$ cat src/rtl/bdiv_pkg.sv
// Shared definitions for the baud tick generator.
// Assumes byte-wide latch access; the divisor word is two bytes.
package bdiv_pkg;
    typedef enum logic {
        SEL_LO = 1'b0,
        SEL_HI = 1'b1
    } byte_sel_e;
endpackage

$ cat src/rtl/bdiv_latch.sv
// Divisor latch pair: holds the low and high divisor bytes, serves
// readback and raises a one-cycle reload strobe after any write.
// Assumes wr_en is a single-cycle strobe per byte.
module bdiv_latch #(
    parameter int BYTE_W = 8,
    localparam int DIV_W = 2 * BYTE_W
) (
    input  logic              clk,
    input  logic              rst_n,
    input  logic              wr_en,
    input  logic              wr_sel,
    input  logic [BYTE_W-1:0] wr_data,
    input  logic              rd_sel,
    output logic [BYTE_W-1:0] rd_data,
    output logic [DIV_W-1:0]  div_word,
    output logic              reload
);
    import bdiv_pkg::*;

    logic [BYTE_W-1:0] lo_q, hi_q;
    logic              reload_q;

    // Capture written bytes into the selected latch.
    always_ff @(posedge clk) begin
        if (!rst_n) begin
            lo_q <= '0;
            hi_q <= '0;
        end else if (wr_en) begin
            if (byte_sel_e'(wr_sel) == SEL_HI) hi_q <= wr_data;
            else                               lo_q <= wr_data;
        end
    end

    // Delay the write strobe by one edge so the reload sees the new word.
    always_ff @(posedge clk) begin
        if (!rst_n) reload_q <= 1'b0;
        else        reload_q <= wr_en;
    end

    // Readback mux and divisor word assembly.
    always_comb begin
        rd_data  = (byte_sel_e'(rd_sel) == SEL_HI) ? hi_q : lo_q;
        div_word = {hi_q, lo_q};
        reload   = reload_q;
    end
endmodule

$ cat src/rtl/bdiv_prescale.sv
// Reference-clock prescaler: emits a count enable every PRE_DIV cycles,
// or every cycle when bypass is asserted. Restarts its phase on reload.
// Assumes PRE_DIV is a power of two or 1.
module bdiv_prescale #(
    parameter int PRE_DIV = 4,
    localparam int PRE_W = (PRE_DIV > 1) ? $clog2(PRE_DIV) : 1
) (
    input  logic clk,
    input  logic rst_n,
    input  logic reload,
    input  logic bypass,
    output logic pre_en
);
    generate
        if (PRE_DIV > 1) begin : g_div
            logic [PRE_W-1:0] phase_q;

            // Advance the prescaler phase; reset or reload restarts it.
            always_ff @(posedge clk) begin
                if (!rst_n || reload) phase_q <= '0;
                else                  phase_q <= phase_q + PRE_W'(1);
            end

            // Enable on the last phase, or always when bypassed.
            always_comb begin
                pre_en = bypass || (phase_q == PRE_W'(PRE_DIV - 1));
            end
        end else begin : g_none
            logic unused_in;
            // No prescaling configured: enable every cycle.
            always_comb begin
                unused_in = rst_n ^ reload ^ bypass ^ clk;
                pre_en    = 1'b1;
            end
        end
    endgenerate
endmodule

$ cat src/rtl/bdiv_counter.sv
// Divisor down-counter: counts prescaler enables from the effective
// ratio to 1, then pulses the tick and reloads. A zero ratio acts as 1.
// Assumes ratio is stable except when reload is asserted.
module bdiv_counter #(
    parameter int CNT_W = 15
) (
    input  logic             clk,
    input  logic             rst_n,
    input  logic             reload,
    input  logic             pre_en,
    input  logic [CNT_W-1:0] ratio,
    output logic [CNT_W-1:0] cnt_val,
    output logic             tick
);
    logic [CNT_W-1:0] eff_ratio;
    logic [CNT_W-1:0] cnt_q;
    logic             tick_q;

    // Clamp a zero ratio to one so the count always terminates.
    always_comb begin
        eff_ratio = (ratio == '0) ? CNT_W'(1) : ratio;
    end

    // Count down on enable; tick and reload at terminal count.
    always_ff @(posedge clk) begin
        if (!rst_n || reload) begin
            cnt_q  <= rst_n ? eff_ratio : CNT_W'(1);
            tick_q <= 1'b0;
        end else if (pre_en) begin
            if (cnt_q <= CNT_W'(1)) begin
                cnt_q  <= eff_ratio;
                tick_q <= 1'b1;
            end else begin
                cnt_q  <= cnt_q - CNT_W'(1);
                tick_q <= 1'b0;
            end
        end else begin
            tick_q <= 1'b0;
        end
    end

    // Drive outputs from registered state.
    always_comb begin
        cnt_val = cnt_q;
        tick    = tick_q;
    end
endmodule

$ cat src/rtl/baud_tick_gen.sv
// Baud tick generator top: divisor latches, prescaler and counter.
// The top divisor bit, together with hs_enable, bypasses the prescaler;
// the remaining bits set the ratio. Clock is the fixed reference clock.
module baud_tick_gen #(
    parameter int BYTE_W  = 8,
    parameter int PRE_DIV = 4,
    localparam int DIV_W  = 2 * BYTE_W,
    localparam int CNT_W  = DIV_W - 1
) (
    input  logic              clk,
    input  logic              rst_n,
    input  logic              wr_en,
    input  logic              wr_sel,
    input  logic [BYTE_W-1:0] wr_data,
    input  logic              hs_enable,
    input  logic              rd_sel,
    output logic [BYTE_W-1:0] rd_data,
    output logic              tick_16x
);
    logic [DIV_W-1:0] div_word;
    logic             reload;
    logic             bypass;
    logic             pre_en;
    logic [CNT_W-1:0] cnt_val;

    bdiv_latch #(.BYTE_W(BYTE_W)) u_latch (
        .clk      (clk),
        .rst_n    (rst_n),
        .wr_en    (wr_en),
        .wr_sel   (wr_sel),
        .wr_data  (wr_data),
        .rd_sel   (rd_sel),
        .rd_data  (rd_data),
        .div_word (div_word),
        .reload   (reload)
    );

    // Prescaler bypass needs both the select bit and the mode permission.
    always_comb begin
        bypass = div_word[DIV_W-1] && hs_enable;
    end

    bdiv_prescale #(.PRE_DIV(PRE_DIV)) u_pre (
        .clk    (clk),
        .rst_n  (rst_n),
        .reload (reload),
        .bypass (bypass),
        .pre_en (pre_en)
    );

    bdiv_counter #(.CNT_W(CNT_W)) u_cnt (
        .clk     (clk),
        .rst_n   (rst_n),
        .reload  (reload),
        .pre_en  (pre_en),
        .ratio   (div_word[CNT_W-1:0]),
        .cnt_val (cnt_val),
        .tick    (tick_16x)
    );
endmodule

$ cat config.mk
export PLATFORM = sky130hd
export DESIGN_NAME = baud_tick_gen
export DESIGN_NICKNAME = d
export VERILOG_FILES = /design/src/rtl/bdiv_pkg.sv /design/src/rtl/bdiv_latch.sv /design/src/rtl/bdiv_prescale.sv /design/src/rtl/bdiv_counter.sv /design/src/rtl/baud_tick_gen.sv
export SDC_FILE = /design/constraint.sdc
export NUM_CORES = 1
export LEC_CHECK = 0
export BUFFER_PORTS_ARGS = -buffer_cell sky130_fd_sc_hd__buf_2
export CAP_MARGIN = 20
export CORE_AREA = 8 8 69 71
export CTS_CLUSTER_DIAMETER = 40
export DETAILED_ROUTE_END_ITERATION = 10
export DIE_AREA = 0 0 77 79
export PLACE_DENSITY = 0.79
export SETUP_SLACK_MARGIN = 0.3
export SLEW_MARGIN = 40
export SYNTH_ARGS = -nofsm -noshare
export SYNTH_HDL_FRONTEND = slang
export SYNTH_SLANG_ARGS = --single-unit
$ cat constraint.sdc
create_clock -name clk -period 2.5 [get_ports clk]
set_input_delay 0.125 -clock clk [delete_from_list [all_inputs] [get_ports clk]]
set_output_delay 0.125 -clock clk [all_outputs]
set_load 0.01 [all_outputs]
After elaboration in Yosys (flattened, before gate mapping)
Index checks and enable logic that the tools add are counted.
W data, S select, Z words.
{"block": "totals", "regBits": 35, "out_inout_bits": 9, "wordCells": 28}
{"block": "op_classes", "add_sub_neg": 2, "n_lt_le_gt_ge": 1, "eq_ne": 1, "n_mux": 7, "bitwise_logic": 2, "n_reduce_logical": 9}
{"operator": "$mux W15", "count": 5}
{"operator": "$le A15 B1 Y1 const B", "count": 1}
{"operator": "$logic_not A15 Y1", "count": 1}
{"operator": "$sub A15 B1 Y15 const B", "count": 1}
{"operator": "$mux W8", "count": 1}
{"operator": "$reduce_and A2 Y1", "count": 2}
{"operator": "$add A2 B1 Y2 const B", "count": 1}
{"operator": "$eq A2 B2 Y1 const B", "count": 1}
{"operator": "$logic_or A1 B1 Y1", "count": 2}
{"operator": "$not A1 Y1", "count": 2}
{"operator": "$reduce_bool A2 Y1", "count": 1}
{"operator": "$reduce_or A2 Y1", "count": 1}
{"operator": "$logic_and A1 B1 Y1", "count": 1}
{"operator": "$logic_not A1 Y1", "count": 1}
{"operator": "$mux W1", "count": 1}

Longest topological paths before layout
{"block": "logic_depth", "ltp_word": 5, "depth_mapped": 7, "depth_no_buf": 6}

Hierarchy
A second synthesis with hierarchy kept.
{"block": "hier_totals", "hier_cells": 208, "hier_area_um2": 2039.5}
{"mod": "bdiv_counter", "instances": 1, "cells_per_inst": 125, "area_per_inst_um2": 1179.9, "seq_area_each_um2": 470.5}
{"mod": "bdiv_latch", "instances": 1, "cells_per_inst": 76, "area_per_inst_um2": 773.2, "seq_area_each_um2": 340.3}
{"mod": "bdiv_prescale", "instances": 1, "cells_per_inst": 6, "area_per_inst_um2": 80.1, "seq_area_each_um2": 40.0}
{"mod": "baud_tick_gen", "instances": 1, "cells_per_inst": 1, "area_per_inst_um2": 6.3, "seq_area_each_um2": 0.0}

Worst setup path before layout
No wires, ideal clock.
{"block": "synth_path", "kind": "reg2reg", "start": "reg u_cnt.cnt_q[8] (netlist: u_cnt.cnt_val[8])", "end": "reg u_cnt.cnt_q[2] (netlist: u_cnt.cnt_val[2]) (data pin)", "setup_time_ns": 0.276, "arrival_time_ns": 1.709, "required_ns": 2.224, "slack_ns": 0.514, "stages_incl_launch_ff": 5, "period_less_slack_ns": 1.986, "path_cell_list": "edfxtp_1 or4_4 or2_4 o311ai_0 a31oi_1"}
{"block": "synth_between", "elab_chain_len": 4}
{"item": "from (decl)", "line": "bdiv_counter.sv:16", "rtl": "logic [CNT_W-1:0] cnt_q;"}
{"item": "from (signal assigned)", "line": "bdiv_counter.sv:27", "rtl": "cnt_q <= rst_n ? eff_ratio : CNT_W'(1);"}
{"item": "from (signal assigned)", "line": "bdiv_counter.sv:31", "rtl": "cnt_q <= eff_ratio;"}
{"item": "from (signal assigned)", "line": "bdiv_counter.sv:34", "rtl": "cnt_q <= cnt_q - CNT_W'(1);"}
{"item": "$le A15 B1 Y1", "line": "bdiv_counter.sv:30", "rtl": "if (cnt_q <= CNT_W'(1)) begin"}
{"item": "$mux W15", "line": "bdiv_counter.sv:30"}
{"item": "$mux W15", "line": "bdiv_counter.sv:29", "rtl": "end else if (pre_en) begin"}
{"item": "$mux W15", "line": "bdiv_counter.sv:26", "rtl": "if (!rst_n || reload) begin"}
No other way between the ends. The select of a mux whose other input is x is not followed.
A chain may end at the register's enable or synchronous reset.

Worst setup path in the final report
Same ends and word-level chain as after synthesis.

==> results.txt <==
- The initial antenna violation count came to 0.
- In this run, synthesis inferred 15 flip-flops with an integrated enable.
* Cell Rows: 23
- Element type at the critical path end: flip-flop
- The largest individual stage delay along the critical path comes from the cell sky130_fd_sc_hd__or4_4.
* Max Freq: 0.475 GHz
- Number of buffer cells added on primary ports: 22
- Slowest Stage Delay on Critical Path: 0.64 ns
- At the end of routability-driven placement, the weighted congestion stood at 0.873.
- The tool flagged a number of max-cap violations equal to 0.
- Htree depth: 2
* Skew final: 0.00352 ns
- Transition time at the pin with the least slew margin: 0.634 ns
- The total overflow left after global routing is 0.
- The hold violation count in the final report is 0.
* Gate Count Post-Synth: 207
* Antenna cells: 0
- After detailed routing, the number of remaining DRC violations is 0.
- Share of flip-flops with an asynchronous set or reset: 0%
* CTS Buffer Depth: 2
* Total nets after synthesis: 224
* Time the final worst path needs with I/O delays and setup: 2.10 ns
- For this run, the total global-route usage over all layers was measured as 15.4%.
- Cells with a size suffix above 1 make up 22.2% of the layout.
- The area growth from synthesis to layout is 12.1%.
* Number of iterations in the first detailed-routing pass: 4
- Summing all multi-input logic gate instances after layout gives 0.00111 sq mm.
- Once the floorplan was initialized, standard cells occupied 53.9% of the core.
- Tightest slew margin relative to the limit: 57.7%
- Hold Path Class: in2reg
* Synth cell types: 41
- Worst slack at placement: 0.372 ns
- Leading cell type in the layout, fill and taps excluded: sky130_fd_sc_hd__buf_2
* Clock tree from TritonCTS: built
- In this run, the number of DRC markers left after iteration 0 of detailed routing was 91.
- By area the synthesized netlist is led by sky130_fd_sc_hd__edfxtp_1 22%, sky130_fd_sc_hd__dfxtp_1 20%, sky130_fd_sc_hd__mux2i_1 7.3%.
* Number of buffers added by the clock tree synthesis step: 5
* Most used cells in the layout excluding fill and tap cells: 22 x sky130_fd_sc_hd__buf_2, 21 x sky130_fd_sc_hd__nand2_1, 20 x sky130_fd_sc_hd__dfxtp_1
- Once placement completed, the tool counted placed cells totaling 267.
- For this run, the register share of the synthesized area comes to 41.6%.
- Data arrival time at the worst-slack endpoint: 2.12 ns
- Overall power of the completed layout: 1.49 mW
- Setup Buffers After CTS: 0
- Post-CTS Hold Buffers: 0
- Walking the worst path, the cells encountered are or4_4 -> or2_4 -> o311ai_0 -> a31oi_1.
* Required time of the critical path: 2.52 ns
- Final setup violation count: 0
* Slew Viols, Final: 0
- Filler-free cell count of the finished design: 275
* Share of the cycle needed by the critical path after routing: 84.2%
* Portion of synthesized cell area occupied by the leading cell type: 22.0%
- Across all setup checks in the final design, the least slack found is 0.395 ns.
- The net count of the finished layout is 241.
- Post-synthesis sequential element count: 35
- Clock latency at the later pin of the worst-skew pair: 0.29 ns
* Average size of a mapped cell: 9.88 sq um
- During I/O placement, the number of pins put on the boundary was 23.
- Setup repair after global routing left no endpoint under its margin.
- Root Driver: sky130_fd_sc_hd__clkbuf_8
* Synthesis warning total: 0
- Summed over all failing endpoints, the final setup total negative slack is 0 ns.
- Type of element launching the critical path: flip-flop
- Worst Path Max Fanout: 6
* Resize count post-CTS: 0
- The wire-length estimate of the detail-placed layout is 3.32 mm.
- Using the TritonRoute via totals, the vias-per-cell ratio works out to 5.97.
- The final route contains 1,642 vias.
- Largest net degree at the start of global routing: 45
- Predominant post-synthesis flop cell: sky130_fd_sc_hd__dfxtp_1
- For this design the static power due to leakage is 0.851 nW.
- Die Span X: 77 um
- Run status: complete, no violations
* Mean routed wirelength per cell: 17.1 um
- Vert. Die Dim: 79 um
- Top cell type by total area after synthesis: sky130_fd_sc_hd__edfxtp_1
- Register cell area after layout: 851 sq um
* Via count of the first global-routing pass: 1,601
- The critical path in this run is classified as reg2reg.
* Post-detailed-routing wire length: 4.69 mm
* Number of sinks on the clock net: 35
- After clock tree synthesis, the clock-pin slew on the worst setup and hold paths is 0.07 ns.
- Power density normalized to cell area: 648 mW/mm^2
- Worst vdd ir: 0.000484 V
- Final ANT Viol Nets: 0
* Post-synthesis cell area: 0.00205 sq mm
* Total core area: 0.00380 sq mm
- The layout has 330 filler cells.
* Layout Utilization: 60.4%
- Wire length of the first global-routing pass: 7.57 mm
* Overall die area: 0.00608 sq mm
## Yosys cell counts (4+ instances only)
| master | instances |
|---|---|
| sky130_fd_sc_hd__a21oi_1 | 5 |
| sky130_fd_sc_hd__nor2_1 | 6 |
| sky130_fd_sc_hd__clkbuf_1 | 12 |
| sky130_fd_sc_hd__nand2_1 | 21 |
| sky130_fd_sc_hd__dfxtp_1 | 20 |
| sky130_fd_sc_hd__o21ai_0 | 5 |
| sky130_fd_sc_hd__mux2_2 | 7 |
| sky130_fd_sc_hd__nand4_1 | 4 |
| sky130_fd_sc_hd__nand3_1 | 11 |
| sky130_fd_sc_hd__edfxtp_1 | 15 |
| sky130_fd_sc_hd__o311ai_0 | 4 |
| sky130_fd_sc_hd__nor4_1 | 7 |
| sky130_fd_sc_hd__nor3_1 | 4 |
| sky130_fd_sc_hd__xnor2_1 | 6 |
| sky130_fd_sc_hd__a21boi_0 | 9 |
| sky130_fd_sc_hd__nor2b_1 | 10 |
| sky130_fd_sc_hd__nand2b_1 | 8 |
| sky130_fd_sc_hd__mux2i_1 | 15 |
## stage by stage
stage               hold slack (ns)  area [sq um]
floorplan                     0.281          2050
global placement              0.400          2170
detailed placement            0.409          2170
CTS                          0.0977          2290
global route                  0.106          2290
finish                       0.0978          2290
## per-layer routing
metal	GRT usage (%)	part of all wire, %	up-vias
met5	0	0	-
met4	7.92	2.8	0
met3	3.72	5.0	13
met2	27.0	50	57
met1	17.2	42	778
li1	-	-	794
## critical path: cells and delay by family, from the launching register on
family	cells	cell delay (ns)
DFF	1	0.47
AOI/OAI and AO/OA	2	0.40
and+or+nand+nor	2	0.95
## final cells by class
| cell class | instances | share of cell area (%) |
|---|---|---|
| Tap cell | 50 | 2.73 |
| Timing Repair Buffer | 25 | 5.78 |
| Inverter | 3 | 0.491 |
| Multi-Input combinational cell | 154 | 48.4 |
| Clock inverter | 1 | 0.327 |
| Sequential cell | 35 | 37.1 |
| Clock buffer | 7 | 5.18 |
## where the power goes
group	leakage [nW]	switching (mW)	internal [mW]
Clock	0.0607	0.212	0.317
Combinational	0.467	0.141	0.108
Sequential	0.323	0.0580	0.650
Total	0.851	0.411	1.07
## sequential cells by signal, indices dropped and copies added, names as in the netlist
name	flops
u_cnt.cnt_val	15
u_cnt.tick	1
u_pre.g_div.phase_q	2
u_latch.hi_q	8
u_latch.reload	1
u_latch.lo_q	8
## final timing paths
kind                            endpoint  cells past startpoint                   start  slack (ns)
setup / recovery        u_cnt.cnt_val[2]                      4        u_cnt.cnt_val[8]        0.40
hold / removal           u_latch.hi_q[3]                      3              wr_data[3]         0.1
setup reg to reg        u_cnt.cnt_val[2]                      4        u_cnt.cnt_val[8]        0.40
hold reg to reg   u_pre.g_div.phase_q[0]                      1  u_pre.g_div.phase_q[0]        0.43
## kinds of logic (layout without fill, tap and decap cells)
logic type	Yosys count	in the layout	synth area share (%)
muxes	22	22	11.2
xor gates and xnor gates	8	8	3.43
DFF	35	35	41.6
AOI/OAI and AO/OA	36	36	13.0
buffers and inverters	18	36	4.22
and+or+nand+nor	85	85	24.8
adders and majority gates	3	3	1.84
(Power assumes the default switching activity.)
